`src/rtl/ackpl_pkg.sv`:
```
package ackpl_pkg;
  localparam int PIPE_W = 3;
  typedef logic [7:0] byte_t;

  // A pipe tag is usable when it is below the number of implemented pipes.
  function automatic logic pipe_in_range(logic [PIPE_W-1:0] p, int n);
    return int'(p) < n;
  endfunction

  // Byte counter step that stops at the payload limit.
  function automatic int sat_inc(int v, int lim);
    return (v >= lim) ? lim : v + 1;
  endfunction
endpackage

```
`src/rtl/ackpl_fill.sv`:
```
module ackpl_fill
  import ackpl_pkg::*;
#(
  parameter int DEPTH     = 3,
  parameter int MAX_BYTES = 32,
  parameter int NUM_PIPES = 6
) (
  input  logic              clk,
  input  logic              rst_n,
  input  logic              flush,
  input  logic              rx_mode,
  input  logic              wr_valid,
  input  logic [PIPE_W-1:0] wr_pipe,
  input  byte_t             wr_data,
  input  logic              wr_last,
  input  logic [DEPTH-1:0]  slot_valid,
  output logic              byte_we,
  output logic [((DEPTH > 1) ? $clog2(DEPTH) : 1)-1:0] byte_slot,
  output logic [$clog2(MAX_BYTES)-1:0] byte_idx,
  output byte_t             byte_data,
  output logic              commit,
  output logic [PIPE_W-1:0] commit_pipe,
  output logic [$clog2(MAX_BYTES+1)-1:0] commit_len,
  output logic              reject_evt
);
  localparam int SLOT_W = (DEPTH > 1) ? $clog2(DEPTH) : 1;
  localparam int LEN_W  = $clog2(MAX_BYTES + 1);
  localparam int IDX_W  = $clog2(MAX_BYTES);

  logic              busy, keep_q;
  logic [SLOT_W-1:0] slot_q, free_idx, cur_slot;
  logic [PIPE_W-1:0] pipe_q;
  logic [LEN_W-1:0]  cnt_q, cur_cnt, next_cnt;
  logic              free_found, legal, cur_keep;

  // Lowest-numbered empty slot.
  always_comb begin
    free_found = 1'b0;
    free_idx   = '0;
    for (int i = DEPTH - 1; i >= 0; i--) begin
      if (!slot_valid[i]) begin
        free_found = 1'b1;
        free_idx   = SLOT_W'(i);
      end
    end
  end

  assign legal       = rx_mode && pipe_in_range(wr_pipe, NUM_PIPES);
  assign cur_keep    = busy ? keep_q : (legal && free_found);
  assign cur_slot    = busy ? slot_q : free_idx;
  assign commit_pipe = busy ? pipe_q : wr_pipe;
  assign cur_cnt     = busy ? cnt_q : '0;
  assign next_cnt    = LEN_W'(sat_inc(int'(cur_cnt), MAX_BYTES));

  assign reject_evt = wr_valid && !busy && legal && !free_found && !flush;
  assign byte_we    = wr_valid && cur_keep && !flush && (int'(cur_cnt) < MAX_BYTES);
  assign byte_slot  = cur_slot;
  assign byte_idx   = IDX_W'(cur_cnt);
  assign byte_data  = wr_data;
  assign commit     = wr_valid && wr_last && cur_keep && !flush;
  assign commit_len = next_cnt;

  always_ff @(posedge clk or negedge rst_n) begin
    if (!rst_n) begin
      busy   <= 1'b0;
      keep_q <= 1'b0;
      slot_q <= '0;
      pipe_q <= '0;
      cnt_q  <= '0;
    end else if (flush) begin
      busy <= 1'b0;
    end else if (wr_valid) begin
      busy   <= !wr_last;
      keep_q <= cur_keep;
      slot_q <= cur_slot;
      pipe_q <= commit_pipe;
      cnt_q  <= next_cnt;
    end
  end
endmodule

```
`src/rtl/ackpl_slots.sv`:
```
module ackpl_slots
  import ackpl_pkg::*;
#(
  parameter int DEPTH     = 3,
  parameter int MAX_BYTES = 32
) (
  input  logic              clk,
  input  logic              rst_n,
  input  logic              flush,
  input  logic              byte_we,
  input  logic [((DEPTH > 1) ? $clog2(DEPTH) : 1)-1:0] byte_slot,
  input  logic [$clog2(MAX_BYTES)-1:0] byte_idx,
  input  byte_t             byte_data,
  input  logic              commit,
  input  logic [((DEPTH > 1) ? $clog2(DEPTH) : 1)-1:0] commit_slot,
  input  logic [PIPE_W-1:0] commit_pipe,
  input  logic [$clog2(MAX_BYTES+1)-1:0] commit_len,
  input  logic              free,
  input  logic [((DEPTH > 1) ? $clog2(DEPTH) : 1)-1:0] free_slot,
  input  logic [((DEPTH > 1) ? $clog2(DEPTH) : 1)-1:0] rd_slot,
  input  logic [$clog2(MAX_BYTES)-1:0] rd_idx,
  output logic [DEPTH-1:0]  slot_valid,
  output logic [DEPTH-1:0][PIPE_W-1:0] slot_pipe,
  output logic [DEPTH-1:0][$clog2(MAX_BYTES+1)-1:0] slot_len,
  output logic [DEPTH-1:0][((DEPTH > 1) ? $clog2(DEPTH) : 1)-1:0] slot_rank,
  output byte_t             rd_byte
);
  localparam int SLOT_W = (DEPTH > 1) ? $clog2(DEPTH) : 1;

  byte_t             mem [DEPTH][MAX_BYTES];
  logic [DEPTH-1:0]  free_mask;
  logic [SLOT_W-1:0] new_rank;

  // Rank = number of entries older than this one; 0 is the oldest.
  assign free_mask = free ? (DEPTH'(1) << free_slot) : '0;
  assign new_rank  = SLOT_W'($countones(slot_valid & ~free_mask));
  assign rd_byte   = mem[rd_slot][rd_idx];

  always_ff @(posedge clk) begin
    if (byte_we) mem[byte_slot][byte_idx] <= byte_data;
  end

  always_ff @(posedge clk or negedge rst_n) begin
    if (!rst_n) begin
      slot_valid <= '0;
      slot_pipe  <= '0;
      slot_len   <= '0;
      slot_rank  <= '0;
    end else if (flush) begin
      slot_valid <= '0;
    end else begin
      for (int i = 0; i < DEPTH; i++) begin
        if (free_mask[i]) slot_valid[i] <= 1'b0;
        else if (free && slot_valid[i] && slot_rank[i] > slot_rank[free_slot])
          slot_rank[i] <= slot_rank[i] - 1'b1;
      end
      if (commit) begin
        slot_valid[commit_slot] <= 1'b1;
        slot_pipe[commit_slot]  <= commit_pipe;
        slot_len[commit_slot]   <= commit_len;
        slot_rank[commit_slot]  <= new_rank;
      end
    end
  end
endmodule

```
`src/rtl/ackpl_drain.sv`:
```
module ackpl_drain
  import ackpl_pkg::*;
#(
  parameter int DEPTH     = 3,
  parameter int MAX_BYTES = 32
) (
  input  logic              clk,
  input  logic              rst_n,
  input  logic              flush,
  input  logic              rd_req,
  input  logic [PIPE_W-1:0] rd_pipe,
  input  logic [DEPTH-1:0]  slot_valid,
  input  logic [DEPTH-1:0][PIPE_W-1:0] slot_pipe,
  input  logic [DEPTH-1:0][$clog2(MAX_BYTES+1)-1:0] slot_len,
  input  logic [DEPTH-1:0][((DEPTH > 1) ? $clog2(DEPTH) : 1)-1:0] slot_rank,
  output logic              rd_active,
  output logic [((DEPTH > 1) ? $clog2(DEPTH) : 1)-1:0] rd_slot,
  output logic [$clog2(MAX_BYTES)-1:0] rd_idx,
  output logic              rd_last,
  output logic              rd_none,
  output logic              free
);
  localparam int SLOT_W = (DEPTH > 1) ? $clog2(DEPTH) : 1;
  localparam int LEN_W  = $clog2(MAX_BYTES + 1);

  logic              hit;
  logic [SLOT_W-1:0] pick, best;

  // Oldest stored entry carrying the requested tag.
  always_comb begin
    hit  = 1'b0;
    pick = '0;
    best = '1;
    for (int i = 0; i < DEPTH; i++) begin
      if (slot_valid[i] && slot_pipe[i] == rd_pipe && (!hit || slot_rank[i] < best)) begin
        hit  = 1'b1;
        pick = SLOT_W'(i);
        best = slot_rank[i];
      end
    end
  end

  assign rd_last = rd_active && (LEN_W'(rd_idx) + LEN_W'(1) == slot_len[rd_slot]);
  assign free    = rd_last && !flush;

  always_ff @(posedge clk or negedge rst_n) begin
    if (!rst_n) begin
      rd_active <= 1'b0;
      rd_slot   <= '0;
      rd_idx    <= '0;
      rd_none   <= 1'b0;
    end else if (flush) begin
      rd_active <= 1'b0;
      rd_none   <= 1'b0;
    end else begin
      rd_none <= 1'b0;
      if (rd_active) begin
        if (rd_last) rd_active <= 1'b0;
        else rd_idx <= rd_idx + 1'b1;
      end else if (rd_req) begin
        if (hit) begin
          rd_active <= 1'b1;
          rd_slot   <= pick;
          rd_idx    <= '0;
        end else begin
          rd_none <= 1'b1;
        end
      end
    end
  end
endmodule

```
`src/rtl/ackpl_queue.sv`:
```
module ackpl_queue
  import ackpl_pkg::*;
#(
  parameter int DEPTH     = 3,
  parameter int MAX_BYTES = 32,
  parameter int NUM_PIPES = 6
) (
  input  logic                 clk,
  input  logic                 rst_n,
  input  logic                 flush,
  input  logic                 rx_mode,
  input  logic                 wr_valid,
  input  logic [2:0]           wr_pipe,
  input  logic [7:0]           wr_data,
  input  logic                 wr_last,
  input  logic                 rd_req,
  input  logic [2:0]           rd_pipe,
  output logic                 rd_valid,
  output logic [7:0]           rd_data,
  output logic                 rd_last,
  output logic                 rd_none,
  output logic [NUM_PIPES-1:0] pipe_avail,
  output logic                 full,
  output logic                 empty,
  output logic                 overflow
);
  localparam int SLOT_W = (DEPTH > 1) ? $clog2(DEPTH) : 1;
  localparam int LEN_W  = $clog2(MAX_BYTES + 1);
  localparam int IDX_W  = $clog2(MAX_BYTES);

  // Named internal events, also observed by the bound checker.
  logic                   byte_we, commit, reject_evt, free;
  logic [SLOT_W-1:0]      byte_slot, rd_slot;
  logic [IDX_W-1:0]       byte_idx, rd_idx;
  byte_t                  byte_data;
  logic [PIPE_W-1:0]      commit_pipe;
  logic [LEN_W-1:0]       commit_len;
  logic [DEPTH-1:0]       slot_valid;
  logic [DEPTH-1:0][PIPE_W-1:0] slot_pipe;
  logic [DEPTH-1:0][LEN_W-1:0]  slot_len;
  logic [DEPTH-1:0][SLOT_W-1:0] slot_rank;

  ackpl_fill #(.DEPTH(DEPTH), .MAX_BYTES(MAX_BYTES), .NUM_PIPES(NUM_PIPES)) u_fill (
    .clk, .rst_n, .flush, .rx_mode, .wr_valid, .wr_pipe, .wr_data, .wr_last,
    .slot_valid, .byte_we, .byte_slot, .byte_idx, .byte_data,
    .commit, .commit_pipe, .commit_len, .reject_evt
  );

  ackpl_slots #(.DEPTH(DEPTH), .MAX_BYTES(MAX_BYTES)) u_slots (
    .clk, .rst_n, .flush, .byte_we, .byte_slot, .byte_idx, .byte_data,
    .commit, .commit_slot(byte_slot), .commit_pipe, .commit_len,
    .free, .free_slot(rd_slot), .rd_slot, .rd_idx,
    .slot_valid, .slot_pipe, .slot_len, .slot_rank, .rd_byte(rd_data)
  );

  ackpl_drain #(.DEPTH(DEPTH), .MAX_BYTES(MAX_BYTES)) u_drain (
    .clk, .rst_n, .flush, .rd_req, .rd_pipe,
    .slot_valid, .slot_pipe, .slot_len, .slot_rank,
    .rd_active(rd_valid), .rd_slot, .rd_idx, .rd_last, .rd_none, .free
  );

  always_comb begin
    pipe_avail = '0;
    for (int p = 0; p < NUM_PIPES; p++)
      for (int i = 0; i < DEPTH; i++)
        if (slot_valid[i] && int'(slot_pipe[i]) == p) pipe_avail[p] = 1'b1;
  end

  assign full  = &slot_valid;
  assign empty = ~|slot_valid;

  always_ff @(posedge clk or negedge rst_n) begin
    if (!rst_n)          overflow <= 1'b0;
    else if (flush)      overflow <= 1'b0;
    else if (reject_evt) overflow <= 1'b1;
  end
endmodule

```
`config.mk`:
```
export PLATFORM = sky130hd
export DESIGN_NAME = ackpl_queue
export DESIGN_NICKNAME = d
export VERILOG_FILES = /design/src/rtl/ackpl_pkg.sv /design/src/rtl/ackpl_fill.sv /design/src/rtl/ackpl_slots.sv /design/src/rtl/ackpl_drain.sv /design/src/rtl/ackpl_queue.sv
export SDC_FILE = /design/constraint.sdc
export NUM_CORES = 1
export LEC_CHECK = 0
export BUFFER_PORTS_ARGS = -buffer_cell sky130_fd_sc_hd__buf_2
export CAP_MARGIN = 20
export CORE_AREA = 5 5 246 487
export DETAILED_ROUTE_END_ITERATION = 7
export DIE_AREA = 0 0 251 492
export SKIP_LAST_GASP = 1
export SYNTH_ARGS = -nofsm -noshare
export SYNTH_HDL_FRONTEND = slang
export SYNTH_HIERARCHICAL = 1
export SYNTH_SLANG_ARGS = --single-unit
```
`constraint.sdc`:
```
create_clock -name clk -period 9.95 [get_ports clk]
set_input_delay 1.4925 -clock clk [delete_from_list [all_inputs] [get_ports clk]]
set_output_delay 1.4925 -clock clk [all_outputs]
set_load 0.1 [all_outputs]
```
==> results.ini <==
[clock_tree]
clk_path_buf_depth=3
root_buffer=clkbuf_16
h-tree-depth=3
cts_buffers=77
cts.sinks=827
post_cts_buffers=0
cts_tree=done
cts-resized-gates=0
cts_hold_buffers=0
clock_latency_ps=650
clk_pin_slew_worst_paths_ps=60

[grt]
globalRouteOverflowTotal=0
grt_pass1_wl_mm=124
antenna_found_initial=6
grt_pass1_vias=17932
grt_usage=0.132
grt_max_degree=111

[floorplanning]
dieArea_um2=123000
core_um2=116000
io_pins=41
die_h_um=492
die_w_um=251
num_rows=177
start_util=0.296

[drt]
via_count=17886
firstDrtPassIters=7
drtAntennaViolNets=0
vias_per_cell=5.12
wl_per_cell_um=24.0
drt_iter0_drc=1750
route.final.wire_length_mm=83.8
post-route-drc-count=0

[synthesis]
ys_seq_area_frac=0.716
avgSynthCellArea_um2=18.3
synth-async-reset-ratio=0.0713
yosysWarnings=6
synthTopCellsByArea=edfxtp_1, mux4_2, dfrtp_1
synth_flop_cell=edfxtp_1
synth_commonest_cells=edfxtp_1, mux4_2, nor2_1, nand2_1, mux2i_1
ys_ff_latch=827
yosysTopAreaCell=edfxtp_1
synth_cell_type_count=91
syn_area_um2=34300
synth_most_common_cell=edfxtp_1
synth-edff-count=768
synthCells=1868
yosysTopAreaCellShare=0.673
syn-num-nets=1900

[worst_setup_path]
worstPathMaxFanout=110
critical_path_class=reg2out
cp_slowest_cell=dfrtp_4
worst-path-buf-inv=2
cp.required_ps=8460
crit_path_cell_trace=buf_12, mux4_2, nor2_1, a311oi_1, o311ai_1, o41ai_1, buf_2
cp_slowest_stage_delay_ps=1110
cp_top_family=compound AO/OA/AOI/OAI gates
worstSetupStartpointType=flop
arrival_ps=4760
endpoint_kind=primary output

[sta]
setup_tns_ps=0
fmax_mhz=160
worst_slew_pin_slew_ps=1090
fin_crit_sh=0.628
final_max_slew_viol_count=0
slew_headroom=0.269
period_needed_ps=6250
setup_viol=0
setup_ws_ps=3700
hold_violations=0
grt_setup_unrepaired=no
fin_worst_skew_ps=23.6

[cells_and_area]
fin_nets=1943
syn_to_final_growth_pct=12.0
filler_cell_count=10944
multiInputGateArea_um2=8970
seq_area_um2=24600
drive_gt1_frac=0.208

[outcome]
status=finished, final reports clean

[power]
powerDensity_nw_per_um2=192
p_leak_nw=12.3
max-vdd-ir-drop_mv=0.118

[job]
max_cap_viol_count=0

[place]
hpwl_mm=50.8
post-place-ws_ps=4310
numPortBuffers=40
gp_congestion=0.802

[hold_path]
hold_class=reg2reg

[area by class of cell]
type,instances,share of cell area
sequential,827,0.639
multi-input combinational,920,0.234
clock buffer,98,0.0533
tap,1521,0.0496
timing repair buffer,65,0.0113
clock inverter,43,0.0109
inverter,20,0.00195
antenna,1,0.0000652
[power by group]
group          switching [W]  internal [W]
clock                0.00129       0.00160
combinational       0.000376      0.000200
sequential         0.0000659       0.00382
[stage by stage]
stage	instance area, um2	instances	hold slack [ps]	utilization	total power [W]
floorplan	34300	1868	440	-	0.00434
global placement	35900	3352	452	0.310	0.00453
detailed placement	35900	3353	460	0.310	0.00454
CTS	38400	3494	478	0.332	0.00744
global route	38400	3495	494	0.332	0.00761
finish	38400	3495	477	0.332	0.00736
[registers in the layout (all words and copies together), names as in the netlist]
name / cells
u_drain/rd_none: 1
u_slots/mem: 768
u_drain/rd_slot: 2
u_fill/pipe_q: 3
u_fill/slot_q: 2
u_slots/slot_pipe: 9
u_slots/slot_rank: 6
u_fill/busy: 1
u_drain/rd_idx: 5
u_drain/rd_active: 1
u_fill/cnt_q: 6
u_slots/slot_valid: 3
u_slots/slot_len: 18
u_fill/keep_q: 1
overflow: 1
[placed cells by master (no fill, tap or decap), types with 18 or more instances in the layout]
cell,n
edfxtp_1,768
mux4_2,153
nor2_1,139
nand2_1,112
clkbuf_16,78
mux2i_1,71
dfrtp_1,54
mux2_2,53
a21oi_1,36
o21ai_0,33
buf_2,32
buf_4,31
nand2b_1,20
clkbuf_1,18
[per-layer routing]
layer	GRT usage	part of all wire
met1	0.184	0.42
met2	0.216	0.49
met3	0.0234	0.069
met4	0.0368	0.022
met5	0	0.00031
[worst reg2reg max path: stages, from the launching register on]
cell	delay, ps
dfrtp_4	1110
ha_1	390
xor2_1	110
or2_2	300
mux2i_1	240
nand4_4	190
nor3_1	480
nand2b_1	130
o21ai_0	370
fa_1	540
a22oi_1	210
o22a_1	160
[kinds of logic (layout without fill, tap and decap cells)]
logic type / Yosys count / count (layout) / synth area share
AND/OR/NAND/NOR: 387 / 387 / 0.0552
AO/OA/AOI/OAI: 205 / 205 / 0.0436
multiplexers: 300 / 300 / 0.154
buffers and inverters: 121 / 226 / 0.0225
flip-flops: 827 / 827 / 0.716
other: 0 / 1 / 0
adder cells (fa/ha/maj): 11 / 11 / 0.00423
XOR/XNOR: 17 / 17 / 0.00434
[path summary, 6_finish.rpt]
check	depth (start not counted)	end	from	slack (ps)
setup reg to reg	11	u_slots/slot_rank[2]	u_drain/rd_idx[0]	5660
setup / recovery	7	rd_data[5]	u_drain/rd_idx[0]	3700
hold / removal	2	u_fill/pipe_q[2]	u_fill/pipe_q[2]	480
max in group asynchronous	2	u_drain/rd_idx[2]	rst_n	8330
hold reg to reg	2	u_fill/pipe_q[2]	u_fill/pipe_q[2]	480
min in group asynchronous	2	u_slots/slot_pipe[7]	rst_n	1040
Power figures use the tool's default switching activity.
